### src/rtl/afs_pkg.sv
package afs_pkg;
  // Sequencer state of the framer.
  typedef enum logic [1:0] {
    SEQ_IDLE = 2'd0,
    SEQ_LEAD = 2'd1,
    SEQ_RUN  = 2'd2
  } seq_state_e;
endpackage

### src/rtl/afs_bitclk.sv
// Divides the system clock into bit periods. A launch pulse marks the
// cycle on which the framer registers its next bit.
module afs_bitclk #(
  parameter int DIV_W = 8
) (
  input  logic             clk,
  input  logic             rst,
  input  logic             run,
  input  logic             bclk_pol,
  input  logic [DIV_W-1:0] half_m1,
  output logic             bclk,
  output logic             launch
);
  logic [DIV_W-1:0] cnt_q;
  logic             phase_q;  // 1: next wrap starts a new bit
  logic             wrap;

  assign wrap   = (cnt_q == half_m1);
  assign launch = run & wrap & phase_q;

  always_ff @(posedge clk) begin
    if (rst || !run) begin
      cnt_q   <= '0;
      phase_q <= 1'b0;
      bclk    <= ~bclk_pol;
    end else if (wrap) begin
      cnt_q   <= '0;
      phase_q <= ~phase_q;
      bclk    <= phase_q ? bclk_pol : ~bclk_pol;
    end else begin
      cnt_q <= cnt_q + 1'b1;
    end
  end
endmodule

### src/rtl/afs_wordbuf.sv
// One-entry holding register between the word interface and the shifter.
module afs_wordbuf #(
  parameter int WORD_W = 32
) (
  input  logic              clk,
  input  logic              rst,
  input  logic              en,
  input  logic              in_valid,
  input  logic [WORD_W-1:0] in_data,
  output logic              in_ready,
  input  logic              pull,
  output logic              full,
  output logic [WORD_W-1:0] data
);
  assign in_ready = en & ~full;

  always_ff @(posedge clk) begin
    if (rst || !en) begin
      full <= 1'b0;
    end else if (in_valid && in_ready) begin
      full <= 1'b1;
    end else if (pull) begin
      full <= 1'b0;
    end
  end

  // Data path without reset so it maps onto plain fabric flops.
  always_ff @(posedge clk) begin
    if (in_valid && in_ready) data <= in_data;
  end
endmodule

### src/rtl/afs_framer.sv
// Tracks slot and bit position, shifts words out MSB first and shapes sync.
module afs_framer
  import afs_pkg::*;
#(
  parameter int WORD_W    = 32,
  parameter int MAX_WORDS = 16,
  localparam int LEN_W    = $clog2(WORD_W),
  localparam int FRM_W    = $clog2(MAX_WORDS)
) (
  input  logic              clk,
  input  logic              rst,
  input  logic              en,
  input  logic              launch,
  input  logic              fs_early,
  input  logic              fs_pol,
  input  logic [LEN_W-1:0]  fs_len_m1,
  input  logic [FRM_W-1:0]  words_m1,
  input  logic [LEN_W-1:0]  first_m1,
  input  logic [LEN_W-1:0]  other_m1,
  input  logic              hold_full,
  input  logic [WORD_W-1:0] hold_data,
  output logic              pull,
  output logic              sdata,
  output logic              fsync,
  output logic              underrun
);
  localparam logic [LEN_W-1:0] TOP_BIT = LEN_W'(WORD_W - 1);

  seq_state_e        st_q;
  logic [LEN_W-1:0]  bit_q;
  logic [FRM_W-1:0]  slot_q;
  logic [WORD_W-1:0] sh_q;
  logic [LEN_W-1:0]  sync_left_q;

  logic [LEN_W-1:0]  cur_m1;
  logic              slot_start, frame_first, frame_last, in_lead, in_run;
  logic [WORD_W-1:0] src, aligned;
  logic              next_bit, trig, fs_act;
  logic [LEN_W-1:0]  sync_nxt;

  assign in_lead     = (st_q == SEQ_LEAD);
  assign in_run      = (st_q == SEQ_RUN);
  assign cur_m1      = (slot_q == '0) ? first_m1 : other_m1;
  assign slot_start  = (bit_q == '0);
  assign frame_first = slot_start && (slot_q == '0);
  assign frame_last  = (bit_q == cur_m1) && (slot_q == words_m1);
  assign pull        = launch && in_run && slot_start;
  assign src         = hold_full ? hold_data : '0;
  assign aligned     = src << (TOP_BIT - cur_m1);
  assign next_bit    = slot_start ? aligned[WORD_W-1] : sh_q[WORD_W-1];
  assign trig        = fs_early ? (in_lead || (in_run && frame_last))
                                : (in_run && frame_first);

  always_comb begin
    fs_act   = 1'b0;
    sync_nxt = sync_left_q;
    if (trig) begin
      fs_act   = 1'b1;
      sync_nxt = fs_len_m1;
    end else if (sync_left_q != '0) begin
      fs_act   = 1'b1;
      sync_nxt = sync_left_q - 1'b1;
    end
  end

  always_ff @(posedge clk) begin
    if (rst || !en) begin
      st_q        <= SEQ_IDLE;
      bit_q       <= '0;
      slot_q      <= '0;
      sync_left_q <= '0;
      sdata       <= 1'b0;
      fsync       <= fs_pol;
      underrun    <= 1'b0;
    end else begin
      underrun <= 1'b0;
      if (st_q == SEQ_IDLE) begin
        st_q <= fs_early ? SEQ_LEAD : SEQ_RUN;
      end else if (launch) begin
        sync_left_q <= sync_nxt;
        fsync       <= fs_act ^ fs_pol;
        if (in_lead) begin
          sdata <= 1'b0;
          st_q  <= SEQ_RUN;
        end else begin
          sdata    <= next_bit;
          underrun <= slot_start & ~hold_full;
          if (bit_q == cur_m1) begin
            bit_q  <= '0;
            slot_q <= (slot_q == words_m1) ? '0 : slot_q + 1'b1;
          end else begin
            bit_q <= bit_q + 1'b1;
          end
        end
      end
    end
  end

  always_ff @(posedge clk) begin
    if (launch && in_run) sh_q <= slot_start ? (aligned << 1) : (sh_q << 1);
  end
endmodule

### src/rtl/frame_serializer.sv
module frame_serializer #(
  parameter int  WORD_W    = 32,
  parameter int  MAX_WORDS = 16,
  parameter int  DIV_W     = 8,
  localparam int LEN_W     = $clog2(WORD_W),
  localparam int FRM_W     = $clog2(MAX_WORDS)
) (
  input  logic              clk,
  input  logic              rst,
  input  logic              enable,
  input  logic              cfg_bclk_pol,
  input  logic              cfg_fs_pol,
  input  logic              cfg_fs_early,
  input  logic [LEN_W-1:0]  cfg_fs_len_m1,
  input  logic [FRM_W-1:0]  cfg_words_m1,
  input  logic [LEN_W-1:0]  cfg_first_bits_m1,
  input  logic [LEN_W-1:0]  cfg_other_bits_m1,
  input  logic [DIV_W-1:0]  cfg_half_div_m1,
  input  logic              word_valid,
  input  logic [WORD_W-1:0] word_data,
  output logic              word_ready,
  output logic              ser_bclk,
  output logic              ser_fsync,
  output logic              ser_data,
  output logic              underrun
);
  logic              launch, pull, hold_full;
  logic [WORD_W-1:0] hold_data;

  afs_bitclk #(.DIV_W(DIV_W)) u_bitclk (
    .clk      (clk),
    .rst      (rst),
    .run      (enable),
    .bclk_pol (cfg_bclk_pol),
    .half_m1  (cfg_half_div_m1),
    .bclk     (ser_bclk),
    .launch   (launch)
  );

  afs_wordbuf #(.WORD_W(WORD_W)) u_wordbuf (
    .clk      (clk),
    .rst      (rst),
    .en       (enable),
    .in_valid (word_valid),
    .in_data  (word_data),
    .in_ready (word_ready),
    .pull     (pull),
    .full     (hold_full),
    .data     (hold_data)
  );

  afs_framer #(.WORD_W(WORD_W), .MAX_WORDS(MAX_WORDS)) u_framer (
    .clk       (clk),
    .rst       (rst),
    .en        (enable),
    .launch    (launch),
    .fs_early  (cfg_fs_early),
    .fs_pol    (cfg_fs_pol),
    .fs_len_m1 (cfg_fs_len_m1),
    .words_m1  (cfg_words_m1),
    .first_m1  (cfg_first_bits_m1),
    .other_m1  (cfg_other_bits_m1),
    .hold_full (hold_full),
    .hold_data (hold_data),
    .pull      (pull),
    .sdata     (ser_data),
    .fsync     (ser_fsync),
    .underrun  (underrun)
  );
endmodule

### config.mk
export PLATFORM = sky130hd
export DESIGN_NAME = frame_serializer
export DESIGN_NICKNAME = d
export VERILOG_FILES = /design/src/rtl/afs_pkg.sv /design/src/rtl/afs_bitclk.sv /design/src/rtl/afs_wordbuf.sv /design/src/rtl/afs_framer.sv /design/src/rtl/frame_serializer.sv
export SDC_FILE = /design/constraint.sdc
export NUM_CORES = 1
export LEC_CHECK = 0
export ABC_CLOCK_PERIOD_IN_PS = 3950
export BUFFER_PORTS_ARGS = -buffer_cell sky130_fd_sc_hd__buf_2
export CORE_MARGIN = 4
export CORE_UTILIZATION = 47
export DETAILED_ROUTE_END_ITERATION = 10
export PLACE_DENSITY = 0.67
export SLEW_MARGIN = 20
export SYNTH_ARGS = -nofsm -noshare
export SYNTH_HDL_FRONTEND = slang
export SYNTH_SLANG_ARGS = --single-unit
### constraint.sdc
create_clock -name clk -period 3.95 [get_ports clk]
set_clock_uncertainty 0.15 [all_clocks]
set_input_delay 0.5925 -clock clk [delete_from_list [all_inputs] [get_ports clk]]
set_output_delay 0.5925 -clock clk [all_outputs]
set_load 0.02 [all_outputs]
==> results.md <==
- The most instantiated flip-flop cell in the synthesis netlist is edfxtp_1.
- The DRC violation total after the first TritonRoute iteration is about 450.
- The critical path required time is between 4000 and 5000 ps.
- The mapped netlist covers 0.005828 mm².
- At the end of the flow, the number of nets in the layout was approximately 730.
- Before antenna repair, the detailed router went through 5 iterations.
- The detail route stage leaves a number of antenna-violating nets equal to 0.
- The maximum root-to-sink buffer count is 2.
- The synthesized design contains 65 enable-type register cells.
- The area added between synthesis and finish is 15.33%.
- Setup violations remaining at the end of the flow were counted as 0.
- STA puts the critical path data arrival time at approximately 4000 ps.
- The endpoint identified for the worst register-to-register timing path is u_framer.sdata.
- During placement, the flow inserted port buffers numbering 70.
- The final estimated routing congestion in global placement is between 0.9 and 1.
- The critical hold path startpoint is word_data[22].
- After filler insertion, the fill cell instance count of the layout stands at 1081.
- The part of the Yosys area used for sequential elements is 0.4311.
- The root buffer cell is clkbuf_16.
- The total count of hold-check failures in the final report is 0.
- The number of sinks handled by clock tree synthesis is between 90 and 100.
- Across every metal layer, demand over resource in global routing totals 0.2204.
- The total wirelength of the detailed-routed design is ~15000 µm.
- After routing, the total negative slack on setup checks comes to 0 ps.
- Timing would allow up to 261.9 MHz.
- The average instance in the mapped netlist occupies about 10 µm².
- Counting cells, the worst reg-to-reg path comes to 10.
- For this configuration, the core starts out at a cell density of 0.4832.
- The termination of the worst setup path is u_framer.sdata.
- The number of core rows is 40.
- The I/O pin count is 71.
- For this run, the share of the core covered by cells in the final layout is 0.5573.
- The final critical-path required period is approximately 3800 ps.
- The core region is 0.01206 mm².
- The total of warnings raised by yosys is 0.
- The worst setup path is captured at a flop.
- The number of global-route vias before repair came to roughly 4600.
- The share of async-settable or async-resettable flops after synthesis is 0.
- The startpoint of the worst-slack reg-to-reg timing path is u_framer.slot_q[0].
- The count of placed standard cells in the final layout, fillers left out is about 830.
- The number of buffers inserted during clock tree synthesis is 9.
- Setup repair after global routing left no endpoint under its margin.
- The worst hold path belongs to the class input pin to flop.
- The static leakage is 2.546 nW.
- The worst setup path is launched from a flop.
- The CTS tree is done.
- The run finished with clean final reports.
- The number of pins exceeding their max-slew limit in the final report is 0.
- Detailed placement finished with a half-perimeter wire length of around 12000 µm.
- The biggest fanout along the worst timing path is 19.
- The maximum ir drop on the vdd rail is roughly 0.29 mV.
- The first global-routing pass estimated around 25000 µm of wire.
- Counting every net in the synthesized netlist gives approximately 650.
- The worst setup path is of the flop to flop kind.
- Summed over all layers, the global routing overflow is 0.
- Along the worst hold path, the cell count comes to 1.
- The setup check on the worst reg-to-reg path leaves a slack of 130 ps.
- The antenna diode instance count is 0.
- The post-synthesis cell type count is ~70.
- The critical path starts at u_framer.slot_q[0].
- The ratio of total power to cell area is between 300 and 400 mW/mm².
- Synthesis produced a netlist whose cell count is ~580.
- The insertion delay to the later sink of the worst-skew pair is 350 ps.
- The maximum number of pins on one net before global-route repair is 33.
- Max-cap violations in this run came to 0.
- The multi-input combinational cell area is between 0.003 and 0.004 mm².
- Once placement completed, the tool counted placed cells totaling around 810.
- Of the available clock period, the critical path in the final layout requires 0.9668.
- Counting flops and latches in the post-synthesis netlist gives 93.
- The sequential standard cell area is about 0.0025 mm².
- In this run the horizontal extent of the chip is around 120 µm.
- The number of hold buffers added after CTS was 0.
- Clock-pin slew was measured on the worst setup and hold paths at around 70 ps.
- The worst-margin pin slew is between 600 and 700 ps.
- The vias per cell is 5.849.
- The initial antenna violation count is 0.
- Dividing the detail-routed wire length by the instance count gives around 19 µm.
- After detailed routing, the number of remaining DRC violations is 0.
- The die covers roughly 0.014 mm².
- The share of layout cells above drive strength 1 is 0.2140.
- Measured against its own limit, the worst slew margin works out to 0.5218.
- The floorplan die height is 119.4 µm.
- The H-tree was split into 3 levels.
- The total via count after detailed routing is between 4000 and 5000.
-- state kept, by name, summed over array words and instances, names as in the netlist, 2 cells and up --
register / cells
u_wordbuf.data: 32
u_framer.sh_q: 31
u_bitclk.cnt_q: 8
u_framer.bit_q: 5
u_framer.sync_left_q: 5
u_framer.slot_q: 4
u_framer.st_q: 2
-- stage by stage --
| step | setup slack [ps] | hold slack [ps] | area, µm² | power [mW] |
|---|---|---|---|---|
| finish | 131.1 | 262.2 | 6721 | 2.217 |
| global route | 22.64 | 243.8 | 6721 | 2.302 |
| CTS | 167.5 | 245.4 | 6720 | 2.232 |
| detailed placement | 210.4 | 337.0 | 6425 | 1.376 |
| global placement | 284.2 | 327.4 | 6425 | 1.370 |
| floorplan | 395.8 | 309.7 | 5828 | 1.271 |
-- critical path, cell delays in order, from the launching register on --
cell and delay, ps:
dfxtp_1 370, inv_1 80, ha_1 220, or3b_1 430, mux2_2 600, buf_4 320
mux2i_1 420, a311oi_1 180, a2111oi_0 640, buf_4 220, a32o_1 110
-- cells by family (layout without fill, tap and decap cells) --
logic type      Yosys count  count (layout)  synth area share
buf+inv                  42             120           0.03156
fa+ha+maj                 7               7           0.01503
compound gates          137             137            0.1647
mux                      85              85            0.1565
xor+xnor                 24              24           0.03607
simple gates            193             193            0.1651
flops                    93              93            0.4311
-- repair_timing --
item                       CTS  global route
buffers inserted             0             0
resized for setup            0             1
setup endpoints to repair    0             1
-- worst min-delay path by stage --
stage                                     to  slack (ps)
after global routing       u_wordbuf.data[3]         240
after CTS                 u_wordbuf.data[22]         250
final                     u_wordbuf.data[22]         260
after floorplan            u_bitclk.cnt_q[0]         310
after global placement        u_framer.sdata         330
after detailed placement      u_framer.sdata         340
-- cells in the final DEF (no fill, tap or decap), drive strengths merged, types with 12 or more instances in the layout --
master / n
nand3: 22
nand2: 68
mux2i: 71
inv: 12
a21oi: 22
dfxtp: 28
xnor2: 13
clkbuf: 12
nor2: 43
o21ai: 31
mux2: 13
buf: 94
edfxtp: 65
-- layer usage --
metal | share of wire | routed length, µm | GRT usage | vias up
met5 | 0 | 0 | 0 | -
met4 | 0.026 | 393 | 0.07301 | 0
met3 | 0.073 | 1117 | 0.05745 | 26
met2 | 0.44 | 6740 | 0.3229 | 173
met1 | 0.46 | 7139 | 0.3167 | 2286
li1 | - | - | - | 2352
-- power breakdown --
group          switching (mW)  internal (mW)
combinational           0.166          0.115
clock                   0.376          0.483
sequential             0.0166           1.06
total                   0.559           1.66
-- cell usage after synthesis (all sizes together) (4+ instances only) --
| cell | count | area (µm²) |
|---|---|---|
| dfxtp | 28 | 560.5 |
| nor2 | 43 | 161.4 |
| nand3 | 22 | 115.1 |
| xor2 | 11 | 96.34 |
| nor3 | 8 | 40.04 |
| mux2 | 13 | 146.4 |
| a211oi | 5 | 37.54 |
| edfxtp | 65 | 1952 |
| nand2b | 5 | 31.28 |
| buf | 12 | 71.31 |
| ha | 7 | 87.58 |
| inv | 10 | 37.54 |
| nand4 | 4 | 25.02 |
| o21ai | 31 | 155.2 |
| a21oi | 22 | 110.1 |
| a31oi | 6 | 37.54 |
| nand2 | 68 | 255.2 |
| xnor2 | 13 | 113.9 |
| o211ai | 11 | 82.58 |
| nor2b | 9 | 56.30 |
| a22o | 6 | 52.55 |
| o221ai | 4 | 35.03 |
| mux2i | 71 | 743.2 |
| or3b | 6 | 52.55 |
| a22oi | 7 | 52.55 |
| nor4 | 5 | 46.29 |
| clkbuf | 20 | 75.07 |
| o22ai | 6 | 37.54 |
| a211o | 5 | 43.79 |
-- cell type report --
type | instances | area share
well taps | 168 | 0.03127
repair buffers | 94 | 0.07893
multi-input cells | 446 | 0.4665
inverters | 10 | 0.005585
clock inverters | 4 | 0.004095
flip-flops and latches | 93 | 0.3738
clock buffers | 12 | 0.03984
Note: power is estimated with default switching activity, not from simulation.
